<file path="src/rtl/arb_pkg.sv">
package arb_pkg;
    localparam int NM = 4;
    localparam int NS = 4;
    localparam int MW = $clog2(NM);
    localparam int SW = $clog2(NS);
    localparam int NO_ACCESS = NM;

    localparam int M_FETCH = 0;
    localparam int M_DATA  = 1;
    localparam int M_SYS   = 2;
    localparam int M_DMA   = 3;

    localparam int S_FLASH = 0;
    localparam int S_ROM   = 1;
    localparam int S_SRAM  = 2;
    localparam int S_PERI  = 3;

    // Rank of a master on a slave: 0 wins; NO_ACCESS means not permitted.
    function automatic int rank_of(int slv, int mst);
        int r;
        r = NO_ACCESS;
        case (slv)
            S_FLASH: case (mst)
                M_DMA: r = 0; M_DATA: r = 1; M_FETCH: r = 2; default: r = NO_ACCESS;
            endcase
            S_ROM: case (mst)
                M_DATA: r = 0; M_FETCH: r = 1; default: r = NO_ACCESS;
            endcase
            S_SRAM: case (mst)
                M_DMA: r = 0; M_SYS: r = 1; M_DATA: r = 2; default: r = NO_ACCESS;
            endcase
            S_PERI: case (mst)
                M_DMA: r = 0; M_SYS: r = 1; default: r = NO_ACCESS;
            endcase
            default: r = NO_ACCESS;
        endcase
        return r;
    endfunction
endpackage

</file>
<file path="src/rtl/xbar_gate.sv">
module xbar_gate
    import arb_pkg::*;
#(
    parameter int MST      = 0,
    parameter int AW       = 32,
    parameter int BANK_BIT = 17,
    parameter int SYS_BIT  = 29
) (
    input  logic          valid,
    input  logic [SW-1:0] sel,
    input  logic [AW-1:0] addr,
    input  logic          sec_mode,
    input  logic          sec_ip_prot,
    input  logic          sec_dlock,
    output logic          legal,
    output logic          err
);
    logic allow, block;

    always_comb begin
        allow = (rank_of(int'(sel), MST) != NO_ACCESS);
        block = 1'b0;
        if (MST == M_DMA && int'(sel) == S_FLASH && sec_mode && sec_ip_prot && !addr[BANK_BIT])
            block = 1'b1;
        if (MST == M_DATA && int'(sel) == S_FLASH && sec_mode && sec_dlock)
            block = 1'b1;
        if (MST == M_DMA && int'(sel) == S_SRAM && !addr[SYS_BIT])
            block = 1'b1;
        legal = valid && allow && !block;
        err   = valid && !(allow && !block);
    end
endmodule

</file>
<file path="src/rtl/xbar_slot.sv">
module xbar_slot
    import arb_pkg::*;
#(
    parameter int SLV = 0
) (
    input  logic          clk,
    input  logic          rst_n,
    input  logic [NM-1:0] cand,
    input  logic          done,
    output logic          busy,
    output logic [MW-1:0] owner
);
    typedef struct packed {
        logic          busy;
        logic [MW-1:0] owner;
    } slot_t;

    slot_t state_d, state_q;
    int            best;
    logic          found;
    logic [MW-1:0] pick;

    always_comb begin
        state_d = state_q;
        best    = NO_ACCESS;
        found   = 1'b0;
        pick    = '0;
        for (int m = 0; m < NM; m++) begin
            if (cand[m] && rank_of(SLV, m) < best) begin
                best  = rank_of(SLV, m);
                found = 1'b1;
                pick  = MW'(m);
            end
        end
        if (state_q.busy) begin
            if (done) state_d.busy = 1'b0;
        end else if (found) begin
            state_d.busy  = 1'b1;
            state_d.owner = pick;
        end
    end

    always_ff @(posedge clk or negedge rst_n) begin
        if (!rst_n) state_q <= '0;
        else        state_q <= state_d;
    end

    assign busy  = state_q.busy;
    assign owner = state_q.owner;
endmodule

</file>
<file path="src/rtl/fixprio_xbar.sv">
module fixprio_xbar
    import arb_pkg::*;
#(
    parameter int AW       = 32,
    parameter int BANK_BIT = 17,
    parameter int SYS_BIT  = 29
) (
    input  logic             clk,
    input  logic             rst_n,
    input  logic             sec_mode,
    input  logic             sec_ip_prot,
    input  logic             sec_dlock,
    input  logic [NM-1:0]    m_valid,
    input  logic [NM*SW-1:0] m_sel,
    input  logic [NM*AW-1:0] m_addr,
    output logic [NM-1:0]    m_ready,
    output logic [NM-1:0]    m_err,
    output logic [NS-1:0]    s_valid,
    output logic [NS*AW-1:0] s_addr,
    output logic [NS*MW-1:0] s_owner,
    input  logic [NS-1:0]    s_done
);
    logic [NM-1:0] legal;
    logic [NM-1:0] cand [NS];
    logic [NS-1:0] busy;
    logic [MW-1:0] own [NS];

    for (genvar m = 0; m < NM; m++) begin : g_mst
        xbar_gate #(.MST(m), .AW(AW), .BANK_BIT(BANK_BIT), .SYS_BIT(SYS_BIT)) u_gate (
            .valid       (m_valid[m]),
            .sel         (m_sel[m*SW +: SW]),
            .addr        (m_addr[m*AW +: AW]),
            .sec_mode    (sec_mode),
            .sec_ip_prot (sec_ip_prot),
            .sec_dlock   (sec_dlock),
            .legal       (legal[m]),
            .err         (m_err[m])
        );
    end

    always_comb begin
        for (int s = 0; s < NS; s++)
            for (int m = 0; m < NM; m++)
                cand[s][m] = legal[m] && (m_sel[m*SW +: SW] == SW'(s));
    end

    for (genvar s = 0; s < NS; s++) begin : g_slv
        xbar_slot #(.SLV(s)) u_slot (
            .clk   (clk),
            .rst_n (rst_n),
            .cand  (cand[s]),
            .done  (s_done[s]),
            .busy  (busy[s]),
            .owner (own[s])
        );
        assign s_valid[s]           = busy[s];
        assign s_owner[s*MW +: MW]  = own[s];
        assign s_addr[s*AW +: AW]   = m_addr[int'(own[s])*AW +: AW];
    end

    always_comb begin
        for (int m = 0; m < NM; m++) begin
            logic [SW-1:0] sl;
            sl = m_sel[m*SW +: SW];
            m_ready[m] = m_err[m] ||
                         (busy[sl] && own[sl] == MW'(m) && s_done[sl]);
        end
    end
endmodule

</file>
<file path="config.mk">
export PLATFORM = sky130hd
export DESIGN_NAME = fixprio_xbar
export DESIGN_NICKNAME = d
export VERILOG_FILES = /design/src/rtl/arb_pkg.sv /design/src/rtl/xbar_gate.sv /design/src/rtl/xbar_slot.sv /design/src/rtl/fixprio_xbar.sv
export SDC_FILE = /design/constraint.sdc
export NUM_CORES = 1
export LEC_CHECK = 0
export CORE_AREA = 3 3 113 115
export CTS_BUF_LIST = sky130_fd_sc_hd__clkbuf_4
export CTS_CLUSTER_DIAMETER = 100
export DETAILED_ROUTE_END_ITERATION = 7
export DIE_AREA = 0 0 116 118
export GPL_ROUTABILITY_DRIVEN = 0
export GPL_TIMING_DRIVEN = 0
export PLACE_DENSITY = 0.86
export SLEW_MARGIN = 20
export SYNTH_ARGS = -nofsm -noshare
export SYNTH_HDL_FRONTEND = slang
export SYNTH_SLANG_ARGS = --single-unit
</file>
<file path="constraint.sdc">
create_clock -name clk -period 2.42 [get_ports clk]
set_clock_uncertainty 0.15 [all_clocks]
set_input_delay 0.605 -clock clk [delete_from_list [all_inputs] [get_ports clk]]
set_output_delay 0.605 -clock clk [all_outputs]
set_load 0.02 [all_outputs]
</file>
==> impl_metrics.tcl, run 1 <==
set metrics [dict create \
    vias_per_cell 6.31 \
    drive_above_1_share_pct 60.3 \
    r2r_slack_ns 0.84 \
    hold_path_class "reg -> reg" \
    status "finished, violations left" \
    drv_slew 0 \
    slew_headroom_pct 58.7 \
    setup_ws_ns -0.142 \
    clockRootBuffer "clkbuf_4" \
    grt_usage_pct 30.8 \
    rows 40 \
    synthTopCellsByArea "mux4_2 (71%), dfrtp_1 (7.5%), buf_4 (2.8%)" \
    vdd_ir_drop_max_uv 520 \
    io_buffers 296 \
    detail-route-antenna-nets 0 \
    violations "setup timing" \
    clock_path_buffers 2 \
    wirelength_um 21600 \
    startpoint_type "flop" \
    ios 297 \
    finalCriticalPeriod_ns 2.56 \
    max_freq_ghz 0.390 \
    core_area_um2 11900 \
    grt_max_degree 13 \
    ys_seq_area_share_pct 7.49 \
    synth_top_area_share_pct 70.8 \
    grt_antenna_before_repair 3 \
    h-tree-depth 1 \
    rr_worst_depth 3 \
    finalCritPeriodShare_pct 106 \
    grt_pass1_wl_um 31300 \
    clkTransAtPathRegs_ns 0.08 \
    die_h_um 118 \
    cp-startpoint "g_slv[1].u_slot.owner[0]" \
    power.total_uw 7070 \
    cts_tree "built" \
    first_iter_violations 577 \
    arrival_ns 1.81 \
    tns_ns -5.29 \
    crit_type "reg -> out" \
    end_kind "output pin" \
    p_per_area_nw_per_um2 893 \
    cts_sinks 12 \
    num_vias 4692 \
    required_ns 1.66 \
    tightest_slew_ns 0.618 \
    drv_cap 0 \
    synth.cell_area_um2 4010 \
    grt_pass1_vias 4969 \
    hold_viol 0 \
    cp_max_fo 6 \
    synth_top_area_cell "mux4_2" \
    place_hpwl_um 16000 \
    start_util_pct 33.7 \
    ys_warn_count 0 \
    detail_route.wl_per_cell_um 29.0 \
    cts_buffers 3 \
    ys_ff_latch 12 \
    synth_cells 259 \
    drc 0 \
    p_leak_uw 0.00335 \
    r2r-end "g_slv[0].u_slot.owner[1]" \
    nFillCells 886 \
    layout.nets 745 \
    rsz0062_at_grt "true" \
    crit_end "m_ready[1]" \
    syn_avg_cell_area_um2 15.5 \
    area_growth_pct 97.3 \
    setup_violations 96 \
    dieArea_um2 13700 \
    die_w_um 116 \
    clkLatencyLatePin_ns 0.29 \
    synth.distinct_cells 35 \
    dr.pass1.iters 5 \
    r2r-start "g_slv[0].u_slot.busy" \
    synth_nets 408 \
    grt-ovfl-total 0 \
]
-- cells by family (layout without fill, tap and decap cells) --
group | after synthesis | count (layout) | share of synthesized area [%]
multiplexers | 130 | 130 | 73.4
other | 0 | 3 | 0
AO/OA/AOI/OAI | 22 | 22 | 4.03
AND/OR/NAND/NOR | 53 | 53 | 8.39
flip-flops | 12 | 12 | 7.49
buffers and inverters | 42 | 377 | 6.71
-- worst min-delay path by stage --
stage	from	to	depth (start not counted)	slack, ns
2_1_floorplan	rst_n	g_slv[0].u_slot.busy	0	0.16
3_3_place_gp	g_slv[3].u_slot.busy	g_slv[3].u_slot.busy	2	0.43
3_5_place_dp	g_slv[3].u_slot.busy	g_slv[3].u_slot.busy	2	0.44
4_1_cts	g_slv[3].u_slot.busy	g_slv[3].u_slot.busy	2	0.46
5_1_grt	g_slv[3].u_slot.busy	g_slv[3].u_slot.busy	2	0.51
6_report	g_slv[3].u_slot.busy	g_slv[3].u_slot.busy	2	0.46
-- power by group --
group | leakage [uW] | internal, uW | switching, uW | total (uW)
sequential | 0.000140 | 252 | 71.1 | 323
clock | 0.0000138 | 58.0 | 76.1 | 134
combinational | 0.00320 | 3630 | 2980 | 6610
total | 0.00335 | 3940 | 3120 | 7070
-- placed cells by master, fill, tap and decap left out, types with 4 or more instances in the layout --
master	instances
buf_12	24
buf_2	19
buf_4	26
buf_6	127
buf_8	4
clkbuf_4	5
clkdlybuf4s50_1	17
dfrtp_1	11
dlygate4sd2_1	139
mux4_2	130
nand2_1	9
nand2b_1	9
nand3b_1	9
nand4_1	4
nand4b_1	7
-- synthesized netlist by cell type, drive strengths merged --
cell,number
nand4,4
a31oi,2
a21bo,1
nand2,9
dfrtp,12
o21a,1
o2bb2a,1
o22a,2
o211ai,1
nand3b,9
o22ai,1
nor4b,1
o21ai,4
a21o,1
and2,2
mux4,130
nand3,3
or2,1
clkbuf,4
o32ai,3
nand4b,7
nor2,3
or4,1
a21oi,2
inv,2
and3b,1
o221ai,2
nand2b,9
buf,36
o31a,1
nor2b,3
-- area by class of cell --
| type | count | area, um^2 | share of cell area (%) |
|---|---|---|---|
| multi-input cells | 205 | 3470 | 43.9 |
| inverters | 2 | 7.51 | 0.0949 |
| clock buffers | 3 | 22.5 | 0.285 |
| plain buffers | 36 | 464 | 5.87 |
| diodes | 3 | 7.51 | 0.0949 |
| well taps | 147 | 184 | 2.32 |
| repair buffers | 336 | 3450 | 43.6 |
| flip-flops and latches | 12 | 302 | 3.81 |
-- registers in the layout, indices dropped and copies added, names as in the netlist --
register,count
g_slv.u_slot.busy,4
g_slv.u_slot.owner,8
-- per-stage QoR --
step / hold slack, ns / instances / instance area, um^2 / worst slack [ns] / utilization, %
floorplan: 0.159 / 259 / 4010 / 0.102 / -
global placement: 0.432 / 702 / 7160 / -0.841 / 60.1
detailed placement: 0.440 / 702 / 7160 / -0.834 / 60.1
CTS: 0.462 / 736 / 7640 / -0.140 / 64.1
global route: 0.512 / 744 / 7910 / -0.174 / 66.4
finish: 0.459 / 744 / 7910 / -0.142 / 66.4
-- routing by layer --
metal  share of wire (%)  global-route usage (%)  vias up  wire, um
met5                   0                       0        -         0
met4                 3.6                    10.7        0       776
met3                  10                    8.17       69      2240
met2                  52                    53.7      331     11200
met1                  34                    36.3     2391      7360
li1                    -                       -     1901         -
-- worst max-delay path: stages, from the launching register on --
cell	delay, ns
dfrtp_1	0.41
buf_12	0.16
buf_6	0.11
nand4b_1	0.13
mux4_2	0.50
o21ai_2	0.08
buf_6	0.13
-- what timing repair did --
item                                    in CTS  in global routing
gates resized for setup                    971                 86
setup buffers                               25                 10
gates cloned                                 7                  3
endpoints found under the setup margin     136                132
pin swaps                                    4                  3
hold buffers                                 0                  0
Note: power is estimated with default switching activity, not from simulation.
==> run 2, diff against run 1 <==
--- a/config.mk
+++ b/config.mk
@@ -6,7 +6,7 @@
 export NUM_CORES = 1
 export LEC_CHECK = 0
 export CORE_AREA = 3 3 113 115
-export CTS_BUF_LIST = sky130_fd_sc_hd__clkbuf_4
+export CTS_BUF_LIST = sky130_fd_sc_hd__clkbuf_8
 export CTS_CLUSTER_DIAMETER = 100
 export DETAILED_ROUTE_END_ITERATION = 7
 export DIE_AREA = 0 0 116 118
==> run 2 against run 1 <==
Effect of this change: the run still ends with setup timing left; worst hold slack got worse by 0.0068 ns; sequential power increased by 1%; power decreased by 5.9%; combinational power decreased by 7.1%; setup slack improved by 0.074 ns; global-route usage decreased by 1.2 points; critical path depth decreased by 2; via count decreased by 0.64%; die area unchanged; final cell count decreased by 0.67%; non-clock buffer count decreased by 4; sequential share of layout area increased by 0.16 points; critical path type unchanged; critical endpoint is now s_addr[77]; largest power group unchanged.
==> impl_metrics.tcl, run 2 (synthesis results as in run 1) <==
set metrics [dict create \
    clock_path_buffers 2 \
    start_util_pct 33.7 \
    max_freq_ghz 0.402 \
    grt_max_degree 13 \
    status "finished, violations left" \
    slew_headroom_pct 57.4 \
    p_per_area_nw_per_um2 877 \
    nFillCells 963 \
    layout.nets 741 \
    wirelength_um 21200 \
    place_hpwl_um 16000 \
    hold_path_class "reg -> reg" \
    die_h_um 118 \
    dieArea_um2 13700 \
    cts_sinks 12 \
    h-tree-depth 1 \
    grt_pass1_vias 4751 \
    setup_violations 53 \
    end_kind "output pin" \
    grt_pass1_wl_um 30200 \
    clockRootBuffer "clkbuf_8" \
    area.sequential_um2 302 \
    tns_ns -1.81 \
    p_sw_share_pct 45.0 \
    seqPwrFrac_pct 4.9 \
    tightest_slew_ns 0.637 \
    largest_reg_flops 8 \
    timing.hold.ws_ns 0.453 \
    grt_usage_pct 29.6 \
    crit_type "reg -> out" \
    setup_ws_ns -0.0685 \
    arrival_ns 1.73 \
    io_buffers 296 \
    ios 297 \
    drc 0 \
    area_growth_pct 89.1 \
    core_area_um2 11900 \
    vdd_ir_drop_max_uv 513 \
    layout_common_cells "dlygate4sd2_1 (135), mux4_2 (128), buf_6 (77)" \
    final_common_cell "dlygate4sd2_1" \
    dr.pass1.iters 5 \
    finalCritPeriodShare_pct 103 \
    cp_max_fo 10 \
    cts_tree "built" \
    grt-ovfl-total 0 \
    rsz0062_at_grt "true" \
    clkTransAtPathRegs_ns 0.05 \
    clkPwrFrac_pct 2.8 \
    detail-route-antenna-nets 0 \
    cts_buffers 3 \
    p_switching_uw 3000 \
    drive_above_1_share_pct 60.3 \
    place_inst 702 \
    required_ns 1.66 \
    p_leak_uw 0.00325 \
    hold_viol 0 \
    combPwrFrac_pct 92.3 \
    finalCriticalPeriod_ns 2.49 \
    rows 40 \
    detail_route.wl_per_cell_um 28.7 \
    die_w_um 116 \
    multiInputGateArea_um2 3470 \
    grt_antenna_before_repair 2 \
    placedInstanceArea_um2 7160 \
    drv_cap 0 \
    first_iter_violations 575 \
    vias_per_cell 6.31 \
    p_int_uw 3660 \
    violations "setup timing" \
    startpoint_type "flop" \
    num_vias 4662 \
    drv_slew 0 \
    fin_cells 739 \
    place_ws_ns -0.834 \
    clkLatencyLatePin_ns 0.24 \
    stdcell_area_um2 7580 \
]
==> run 2: cell count changes in the layout (fill, tap and decap cells not counted), sizes merged <==
cell and change:
bufbuf +3, dlymetal6s2s -1, clkbuf +7, dlygate4sd2 -4
diode -1, buf -9
==> run 2: stage by stage <==
step,total power (uW),utilization (%)
CTS,6140,60.0
detailed placement,5750,60.1
global route,6910,63.7
finish,6650,63.7
global placement,5690,60.1
floorplan,3400,-
==> run 2: worst max-delay path, cell delays in order, from the launching register on <==
cell and delay, ns:
dfrtp_1 0.39, buf_12 0.16, bufbuf_16 0.28, mux4_2 0.48
buf_2 0.18
==> run 2: layer usage <==
layer	vias up	wire length [um]	GRT usage (%)
li1	1887	-	-
met1	2353	7200	36.6
met2	355	10900	51.6
met3	67	2170	5.40
met4	0	943	10.1
met5	-	0	0
==> run 2: path summary, 6_finish.rpt <==
kind | startpoint | to | slack (ns) | cells after the start
min in group asynchronous | rst_n | g_slv[2].u_slot.busy | 0.61 | 1
worst max-delay path | g_slv[2].u_slot.owner[0] | s_addr[77] | -0.07 | 4
max in group asynchronous | rst_n | g_slv[1].u_slot.owner[0] | 1.06 | 1
worst max register to register | g_slv[0].u_slot.busy | g_slv[0].u_slot.owner[1] | 0.87 | 3
worst min register to register | g_slv[3].u_slot.busy | g_slv[3].u_slot.busy | 0.45 | 2
worst min-delay path | g_slv[3].u_slot.busy | g_slv[3].u_slot.busy | 0.45 | 2
==> run 2: power by group through the flow <==
stage	Sequential, uW	Combinational (uW)	Clock (uW)
after floorplan	340	3060	0
after global placement	304	5390	0
after detailed placement	309	5440	0
after CTS	318	5630	191
after global routing	336	6380	194
final	327	6140	188
==> run 2: cell type report <==
| cell class | count | area share, % |
|---|---|---|
| multi-input cells | 205 | 45.8 |
| repair buffers | 329 | 40.6 |
| plain buffers | 39 | 6.55 |
| flip-flops and latches | 12 | 3.98 |
| well taps | 147 | 2.43 |
| clock buffers | 3 | 0.544 |
| inverters | 2 | 0.0990 |
| diodes | 2 | 0.0660 |
==> run 2: what timing repair did <==
action | CTS | global route
setup buffers | 17 | 6
hold endpoints to repair | 0 | 0
setup endpoints to repair | 136 | 112
pin swaps | 6 | 1
gates cloned | 5 | 5
gates resized for setup | 856 | 100
hold buffers | 0 | 0
